[src/rtl/psel_pkg.sv]
package psel_pkg;
    localparam int WAYS   = 16;
    localparam int RANK_W = $clog2(WAYS);
    localparam int CNT_W  = $clog2(WAYS + 1);

    typedef logic [WAYS-1:0]               way_mask_t;
    typedef logic [RANK_W-1:0]             way_idx_t;
    typedef logic [CNT_W-1:0]              way_cnt_t;
    typedef logic [WAYS-1:0][RANK_W-1:0]   rank_vec_t;

    typedef enum logic {
        GRP_CLEAN = 1'b0,
        GRP_DIRTY = 1'b1
    } grp_e;

    typedef struct packed {
        logic     en;
        logic     write;
        logic     hit;
        way_idx_t way;
    } req_t;

    function automatic way_cnt_t ones_of(way_mask_t m);
        way_cnt_t n;
        n = '0;
        for (int i = 0; i < WAYS; i++) begin
            n = n + way_cnt_t'(m[i]);
        end
        return n;
    endfunction
endpackage

[src/rtl/psel_rank_keeper.sv]
module psel_rank_keeper
    import psel_pkg::*;
(
    input  logic      clk,
    input  logic      rst,
    input  logic      touch_en,
    input  way_idx_t  touch_way,
    output rank_vec_t ranks
);
    rank_vec_t ranks_q;
    rank_vec_t ranks_d;
    way_idx_t  old_rank;

    always_comb begin
        old_rank = ranks_q[touch_way];
        ranks_d  = ranks_q;
        if (touch_en) begin
            for (int i = 0; i < WAYS; i++) begin
                if (ranks_q[i] < old_rank) begin
                    ranks_d[i] = ranks_q[i] + way_idx_t'(1);
                end
            end
            ranks_d[touch_way] = '0;
        end
    end

    always_ff @(posedge clk) begin
        if (rst) begin
            for (int i = 0; i < WAYS; i++) begin
                ranks_q[i] <= way_idx_t'(i);
            end
        end else begin
            ranks_q <= ranks_d;
        end
    end

    assign ranks = ranks_q;
endmodule

[src/rtl/psel_oldest_pick.sv]
module psel_oldest_pick
    import psel_pkg::*;
(
    input  way_mask_t members,
    input  rank_vec_t ranks,
    output way_idx_t  oldest,
    output logic      any
);
    way_idx_t best_rank;

    always_comb begin
        oldest    = '0;
        best_rank = '0;
        any       = 1'b0;
        for (int i = 0; i < WAYS; i++) begin
            if (members[i] && (!any || ranks[i] > best_rank)) begin
                oldest    = way_idx_t'(i);
                best_rank = ranks[i];
                any       = 1'b1;
            end
        end
    end
endmodule

[src/rtl/psel_group_choose.sv]
module psel_group_choose
    import psel_pkg::*;
(
    input  way_cnt_t dirty_cnt,
    input  way_cnt_t target,
    input  logic     is_write,
    input  logic     clean_any,
    input  logic     dirty_any,
    output grp_e     grp
);
    grp_e wanted;

    always_comb begin
        if (dirty_cnt > target) begin
            wanted = GRP_DIRTY;
        end else if (dirty_cnt < target) begin
            wanted = GRP_CLEAN;
        end else begin
            wanted = is_write ? GRP_DIRTY : GRP_CLEAN;
        end

        grp = wanted;
        if (wanted == GRP_DIRTY && !dirty_any) begin
            grp = GRP_CLEAN;
        end else if (wanted == GRP_CLEAN && !clean_any) begin
            grp = GRP_DIRTY;
        end
    end
endmodule

[src/rtl/psel_top.sv]
module psel_top
    import psel_pkg::*;
(
    input  logic                     clk,
    input  logic                     rst,
    input  logic                     req_en_i,
    input  logic                     req_write_i,
    input  logic                     req_hit_i,
    input  logic [RANK_W-1:0]        req_way_i,
    input  logic [CNT_W-1:0]         target_i,
    output logic [RANK_W-1:0]        victim_o,
    output logic [WAYS-1:0]          valid_o,
    output logic [WAYS-1:0]          dirty_o,
    output logic [WAYS*RANK_W-1:0]   rank_o,
    output logic [CNT_W-1:0]         dirty_cnt_o
);
    req_t      req;
    way_mask_t valid_q;
    way_mask_t dirty_q;
    rank_vec_t ranks;
    way_mask_t grp_mask [2];
    way_idx_t  grp_old  [2];
    logic      grp_any  [2];
    grp_e      grp_sel;
    way_idx_t  free_way;
    logic      free_any;
    way_idx_t  victim;
    way_idx_t  touch_way;
    way_cnt_t  dirty_cnt;

    assign req = '{en: req_en_i, write: req_write_i, hit: req_hit_i, way: req_way_i};

    assign dirty_cnt = ones_of(valid_q & dirty_q);
    assign grp_mask[GRP_CLEAN] = valid_q & ~dirty_q;
    assign grp_mask[GRP_DIRTY] = valid_q & dirty_q;

    generate
        for (genvar g = 0; g < 2; g++) begin : g_grp
            psel_oldest_pick u_pick (
                .members (grp_mask[g]),
                .ranks   (ranks),
                .oldest  (grp_old[g]),
                .any     (grp_any[g])
            );
        end
    endgenerate

    psel_group_choose u_choose (
        .dirty_cnt (dirty_cnt),
        .target    (target_i),
        .is_write  (req.write),
        .clean_any (grp_any[GRP_CLEAN]),
        .dirty_any (grp_any[GRP_DIRTY]),
        .grp       (grp_sel)
    );

    always_comb begin
        free_way = '0;
        free_any = 1'b0;
        for (int i = WAYS - 1; i >= 0; i--) begin
            if (!valid_q[i]) begin
                free_way = way_idx_t'(i);
                free_any = 1'b1;
            end
        end
    end

    assign victim    = free_any ? free_way : grp_old[grp_sel];
    assign touch_way = req.hit ? req.way : victim;

    psel_rank_keeper u_ranks (
        .clk       (clk),
        .rst       (rst),
        .touch_en  (req.en),
        .touch_way (touch_way),
        .ranks     (ranks)
    );

    always_ff @(posedge clk) begin
        if (rst) begin
            valid_q <= '0;
            dirty_q <= '0;
        end else if (req.en) begin
            if (req.hit) begin
                if (req.write) begin
                    dirty_q[req.way] <= 1'b1;
                end
            end else begin
                valid_q[victim] <= 1'b1;
                dirty_q[victim] <= req.write;
            end
        end
    end

    assign victim_o    = victim;
    assign valid_o     = valid_q;
    assign dirty_o     = dirty_q;
    assign rank_o      = ranks;
    assign dirty_cnt_o = dirty_cnt;
endmodule

[config.mk]
export PLATFORM = sky130hd
export DESIGN_NAME = psel_top
export DESIGN_NICKNAME = d
export VERILOG_FILES = /design/src/rtl/psel_pkg.sv /design/src/rtl/psel_rank_keeper.sv /design/src/rtl/psel_oldest_pick.sv /design/src/rtl/psel_group_choose.sv /design/src/rtl/psel_top.sv
export SDC_FILE = /design/constraint.sdc
export NUM_CORES = 1
export LEC_CHECK = 0
export ABC_AREA = 1
export BUFFER_PORTS_ARGS = -buffer_cell sky130_fd_sc_hd__buf_4
export CORE_ASPECT_RATIO = 0.75
export CORE_UTILIZATION = 45
export CTS_BUF_LIST = sky130_fd_sc_hd__clkbuf_8
export DETAILED_ROUTE_END_ITERATION = 12
export HOLD_SLACK_MARGIN = 0.02
export PLACE_DENSITY_LB_ADDON = 0.05
export SYNTH_ARGS = -nofsm -noshare
export SYNTH_HDL_FRONTEND = slang
export SYNTH_SLANG_ARGS = --single-unit
export TNS_END_PERCENT = 1
[constraint.sdc]
create_clock -name clk -period 25.8 [get_ports clk]
set_clock_uncertainty 0.05 [all_clocks]
set_input_delay 0 -clock clk [delete_from_list [all_inputs] [get_ports clk]]
set_output_delay 0 -clock clk [all_outputs]
set_load 0.02 [all_outputs]
Word level (Yosys, flattened, before mapping) --
Index checks and enable logic that the tools add are counted.
Storage, ports and cells: output and inout port bits 105, register bits after elaboration 96, logic and storage cells 391, input bits 14
Cells by class: bitwise logic cells 10, equal/unequal tests 1, reductions and logical operators 99, add/sub/neg operators 31, $lt $le $gt $ge 55, multiplexer cells 177
Operator list (count):
- two-way mux 4 bit | 101
- greater-than comparator 4 bit | 30
- adder 4 x 1 -> 4 bit, second input constant | 16
- AND 64 bit | 1
- < comparator 4 bit | 16
- inverter 64 bit | 1
- two-way mux 1 bit | 57
- adder 5 x 1 -> 5 bit | 11
- logical AND 1 bit | 35
- AND 16 bit | 2
- logical NOT 1 bit | 32
- two-way mux 16 bit | 2
- bitwise OR 16 bit | 2
- logical OR 1 bit | 30
- two-way mux 3 bit | 8
- binary-select mux 4 bit (select 4 bit) | 1
- bitwise mux 16 bit | 1
- demux 4 bit (select 4 bit) | 1
- inverter 16 bit | 1
- < comparator 4 x 5 -> 1 bit, second input constant | 3
- >= comparator 4 x 1 -> 1 bit, second input constant | 3
- demux 1 bit (select 4 bit) | 2
- two-way mux 2 bit | 4
- adder 4 x 1 -> 5 bit | 1
- 10 further kinds | 12

Depth between registers and ports, before layout --
depth after elaboration 79, gate-level depth with buffers 178, mapped depth without buffers 173

Hierarchy --
Synthesis repeated with hierarchy kept, for this count alone.
Second synthesis, totals: cells, all modules 2311, area total of the unflattened synthesis 13754.4 µm²
Modules (own cells, without submodules):
- psel_oldest_pick | cells an instance 501, area an instance 2766.4 µm², seq. area each 0.0 µm², times used 2
- psel_rank_keeper | cells an instance 830, area an instance 5292.6 µm², seq. area each 1281.2 µm², times used 1
- psel_top | cells an instance 451, area an instance 2765.2 µm², seq. area each 640.6 µm², times used 1
- psel_group_choose | cells an instance 28, area an instance 163.9 µm², seq. area each 0.0 µm², times used 1

Worst setup path before layout --
No wires, ideal clock.
path kind register -> register, start point reg valid_q[0] (netlist: valid_o[0]), end point reg u_ranks.ranks_q, in the netlist u_ranks.ranks[11], path buffers 5, period minus slack after synthesis 19.178 ns, library setup time 0.116 ns, data required time 25.634 ns, slack 6.622 ns, cell stages (with the launch flop) 168, arrival time 19.012 ns, cell sequence dfxtp_1 -> inv_2 -> or2_4 -> nor2_1 -> inv_1 -> ha_1 -> nand2_1 -> inv_1 -> nand2_1 -> nand2_1 -> nand2_1 -> nand2_1 -> nand2_2 -> nand2_1 -> and2_1 -> ha_1 -> nand2_1 -> o21ai_0 -> (+132 left out) -> a21oi_2 -> nand3b_2 -> nand2_4 -> o21ai_4 -> nor2_1 -> inv_1 -> clkbuf_1 -> o22ai_1 -> o21ai_0 -> nand2_1 -> nor3_1 -> ha_1 -> a21oi_1 -> nand3_4 -> nor2_2 -> nand3_1 -> nand2_1 -> nor2_1
Between the ends: word-level cells in the longest chain between the ends 78, elaborated cells on any way between the ends 260, those cells by class 15 x add/sub; 35 x order compare; 109 x mux; 6 x bitwise; 95 x reduce/logical
Ends and longest elaborated chain:
- start, declared | RTL line psel_top.sv:18 | way_mask_t valid_q;
- start signal, assigned | RTL line psel_top.sv:81 | valid_q <= '0;
- start signal, assigned by index | RTL line psel_top.sv:89 | valid_q[victim] <= 1'b1;
- AND 16 bit | RTL line psel_top.sv:34 | assign grp_mask[GRP_CLEAN] = valid_q & ~dirty_q;
- two-way mux 4 bit or two-way mux 1 bit (tied branches) | RTL line psel_oldest_pick.sv:16 | if (members[i] && (!any || ranks[i] > best_rank)) begin
- greater-than comparator 4 bit or logical NOT 1 bit (tied branches) | RTL line psel_oldest_pick.sv:16
- logical OR 1 bit | RTL line psel_oldest_pick.sv:16
- logical AND 1 bit | RTL line psel_oldest_pick.sv:16
- two-way mux 4 bit or two-way mux 1 bit (tied branches) | RTL line psel_oldest_pick.sv:16
- greater-than comparator 4 bit or logical NOT 1 bit (tied branches) | RTL line psel_oldest_pick.sv:16
- logical OR 1 bit | RTL line psel_oldest_pick.sv:16
- (+63 left out)
- net victim_o[1] | RTL line psel_top.sv:11 | output logic [RANK_W-1:0] victim_o,
- two-way mux 4 bit * | RTL line psel_top.sv:69 | assign touch_way = req.hit ? req.way : victim;
- binary-select mux 4 bit (select 4 bit), or another cell as far along | RTL line psel_rank_keeper.sv:15 | old_rank = ranks_q[touch_way];
- two-way mux 4 bit (not written as such) or logical AND 1 bit (tied branches) | RTL line psel_rank_keeper.sv:15, psel_rank_keeper.sv:23
- < comparator 4 bit or two-way mux 4 bit (tied branches) | RTL line psel_rank_keeper.sv:19, psel_rank_keeper.sv:23
- two-way mux 4 bit or demux 4 bit (select 4 bit) (tied branches)
- two-way mux 4 bit or inverter 64 bit (tied branches)
- AND 64 bit (no line) *
- end signal, assigned by index | RTL line psel_rank_keeper.sv:30 | ranks_q[i] <= way_idx_t'(i);
- end signal, assigned | RTL line psel_rank_keeper.sv:33 | ranks_q <= ranks_d;
- end, declared | RTL line psel_rank_keeper.sv:10 | rank_vec_t ranks_q;
The timed path passes the listed nets; every way through them passes the cells marked *. The select of a mux whose other input is x is not followed. A chain may end at the register's enable or synchronous reset.

Final worst setup path --
start point reg valid_q[0] (netlist: valid_o[0]), end point reg u_ranks.ranks_q, in the netlist u_ranks.ranks[7]
Between the ends: word-level cells in the longest chain between the ends 78, elaborated cells on any way between the ends 260, those cells by class 15 x add/sub; 35 x order compare; 109 x mux; 6 x bitwise; 95 x reduce/logical
Ends and longest elaborated chain:
- AND 16 bit | RTL line psel_top.sv:34
- two-way mux 4 bit or two-way mux 1 bit (tied branches) | RTL line psel_oldest_pick.sv:16
- greater-than comparator 4 bit or logical NOT 1 bit (tied branches) | RTL line psel_oldest_pick.sv:16
- logical OR 1 bit | RTL line psel_oldest_pick.sv:16
- logical AND 1 bit | RTL line psel_oldest_pick.sv:16
- two-way mux 4 bit or two-way mux 1 bit (tied branches) | RTL line psel_oldest_pick.sv:16
- greater-than comparator 4 bit or logical NOT 1 bit (tied branches) | RTL line psel_oldest_pick.sv:16
- logical OR 1 bit | RTL line psel_oldest_pick.sv:16
- (+62 left out)
- two-way mux 4 bit * | RTL line psel_top.sv:68 | assign victim = free_any ? free_way : grp_old[grp_sel];
- two-way mux 4 bit * | RTL line psel_top.sv:69
- binary-select mux 4 bit (select 4 bit), or another cell as far along | RTL line psel_rank_keeper.sv:15
- two-way mux 4 bit (not written as such) or logical AND 1 bit (tied branches) | RTL line psel_rank_keeper.sv:15, psel_rank_keeper.sv:23
- < comparator 4 bit or two-way mux 4 bit (tied branches) | RTL line psel_rank_keeper.sv:19, psel_rank_keeper.sv:23
- two-way mux 4 bit or demux 4 bit (select 4 bit) (tied branches)
- two-way mux 4 bit or inverter 64 bit (tied branches)
- AND 64 bit (no line) *
Mark *: on every way between the ends. The rest lies on a longest branch, timed or not. The select of a mux whose other input is x is not followed.

==> out/metrics.cfg <==
[run_status]
status=finished clean

[timing]
tightest_slew_ns=1.24
hold_violations=0
final.period_utilization=0.877
setup_tns_ns=0
slew_violations=0
setup_violations=0
grt_setup_unrepaired=false
relSlewSlack=0.170
max_freq_ghz=0.0442
period_needed_ns=22.62

[floorplan]
die_h_um=150
design.die.area_sq_mm=0.0297
dieWidth_um=199
core-area_sq_mm=0.0283
row_count=53
num_io_pins=119
start_util=0.462

[yosys]
avgSynthCellArea_sq_um=6.06
synth_adder_area_share=0.187
syn-num-nets=2362
synth-simple-area-share=0.357
post-synth-top-count-cell=nand2_1
synth_cells=2159
ys.flop_type=dfxtp_1
synthMuxAreaShare=0
synth_edf_count=0
postSynthRegisterBits=96
synth_area_sq_mm=0.0131
synth_xor_area_frac=0.00670
synthTopCellsByCount=nand2_1 (568), inv_1 (311), ha_1 (179)
synth_top_area_share=0.171
synth_top_family_by_area=simple AND/OR/NAND/NOR gates
ys_warn_count=0
synth_top_area_cell=ha_1
async_reset_ff_frac=0
netlist_top_cells_area=ha_1 (17%), nand2_1 (16%), dfxtp_1 (15%)
ys_seq_area_frac=0.147
synth.distinct_cells=54
synth_compound_area_frac=0.180

[layout]
layout-area-overhead-vs-synth_pct=10.1
seqCellArea_sq_mm=0.00192
fin_nets=2457
filler_cell_count=3055
stdcell_count=2644
multiInputGateArea_sq_mm=0.00955
layout-drive-gt1-share=0.111
n_antenna_cell=0
final_util=0.508

[global_routing]
grt_remaining_overflow=0
antenna_found_initial=0
grt_pass1_wl_um=74300
track_usage=0.325
grt_pass1_vias=13100
grt_max_degree=62

[critical_path]
end_kind=flip-flop
r2r-start=valid_o[0]
worstSetupPathType=reg2reg
crit_top_cell=nand2_1
crit_arrival_ns=22.88
cp-start-kind=flip-flop
regToRegSetupSlack_ns=3.18
required_ns=26.06
slowest_delay_ns=0.66
crit_fanout=14
rr_endpoint=u_ranks.ranks[7]
critPathSlowestCell=nand4_1
r2r_cells=160

[drt]
drt_iter0_drc=1223
drc=0
routed_via_density=5.54
first_pass_iters=5
ant_nets=0
post_drt_wl_per_cell_um=18.0
drt_wl_total_um=47700
via_count=14600

[clock_tree]
h-tree-depth=3
max-clock-path-buffers=2
clkSinkCount=96
ctsResizeCount=0
path_clk_slew_ns=0.12
clock_latency_ns=0.43
cts_tree=built
cts_inserted_buffers=9
cts_root_buf=clkbuf_8

[power_and_ir_drop]
leakagePower_nw=7.91
powerDensity_mw_per_mm2=40.3
ir_drop_mv=0.0340

[worst_hold_path]
hold_start=req_way_i[3]
hold_path.class=in2reg
hold_depth=5
holdPathEnd=dirty_o[10]

[place]
numPortBuffers=118
finalWeightedCongestion=0.977
dp_hpwl_um=38000
dp_cells=2622

[run]
cap_viol_max_count=0

==> flip-flops by register name, summed over array words and instances (netlist names) <==
| name | flops |
|---|---|
| dirty_o | 16 |
| u_ranks.ranks | 64 |
| valid_o | 16 |
==> worst max-delay path, delay by kind of cell, from the launching register on <==
family          cells  cell delay, ns
compound gates     35            5.60
flops               1            0.49
fa+ha+maj          16            5.19
simple gates       93            9.31
buf+inv            16            1.71
==> final cells by class <==
class                      count  share of cell area
inverter                     331              0.0866
timing repair buffer         133              0.0704
sequential                    96               0.133
tap                          385              0.0335
clock buffer                   9             0.00860
clock inverter                 7             0.00417
multi-input combinational   1683               0.663
==> cell families after synthesis <==
group / after synthesis
AOI/OAI and AO/OA: 430
and+or+nand+nor: 1054
xor gates and xnor gates: 10
adders and majority gates: 189
buffers and inverters: 380
DFF: 96
==> worst max-delay path by stage <==
stage	start	end	slack, ns
after floorplan	valid_o[0]	u_ranks.ranks[11]	6.62
after global routing	valid_o[0]	u_ranks.ranks[11]	0.88
after CTS	valid_o[0]	u_ranks.ranks[44]	3.66
final	valid_o[0]	u_ranks.ranks[7]	3.18
after global placement	valid_o[0]	u_ranks.ranks[44]	4.00
after detailed placement	valid_o[0]	u_ranks.ranks[44]	3.73
==> cell usage in the layout, fill, tap and decap left out, drive strengths merged, types with 9 or more instances in the layout <==
cell | Yosys | layout
o22ai | 33 | 33
a21oi | 154 | 154
o21bai | 23 | 23
fa | 10 | 10
nand2 | 632 | 632
inv | 322 | 327
nand4 | 52 | 52
buf | 15 | 127
nor2 | 171 | 171
a31oi | 10 | 10
xor2 | 9 | 9
clkinv | 9 | 11
clkbuf | 34 | 9
nand3 | 176 | 176
nor3 | 9 | 9
o21ai | 193 | 193
dfxtp | 96 | 96
ha | 179 | 179
==> per-stage QoR <==
| step | power [mW] | hold slack, ns | setup slack [ns] | cell area, sq um |
|---|---|---|---|---|
| final | 0.580 | 0.0545 | 3.18 | 14400 |
| after CTS | 0.580 | 0.0351 | 3.66 | 14400 |
| after global placement | 0.466 | 0.333 | 4.00 | 14200 |
| after detailed placement | 0.471 | 0.338 | 3.73 | 14200 |
| after global routing | 0.629 | 0.0655 | 0.880 | 14400 |
| after floorplan | 0.384 | 0.128 | 6.62 | 13100 |
==> routing by layer <==
metal / GRT usage / vias up / routed length [um]
li1: - / 7321 / -
met4: 0.0815 / 0 / 965
met2: 0.473 / 520 / 19400
met1: 0.486 / 6743 / 23800
met3: 0.0543 / 57 / 3540
met5: 0 / - / 0
==> where the power goes <==
group / switching [mW] / internal (mW) / leakage (nW) / total [mW]
Combinational: 0.177 / 0.101 / 7.02 / 0.278
Sequential: 0.0349 / 0.161 / 0.787 / 0.195
Clock: 0.0691 / 0.0370 / 0.0965 / 0.106
==> repair_timing <==
item                                   in CTS  in global routing
endpoints found under the hold margin      12                  0
setup endpoints to repair                   0                  0
buffers inserted                            0                  0
hold buffers                                6                  0
Power figures use the tool's default switching activity.
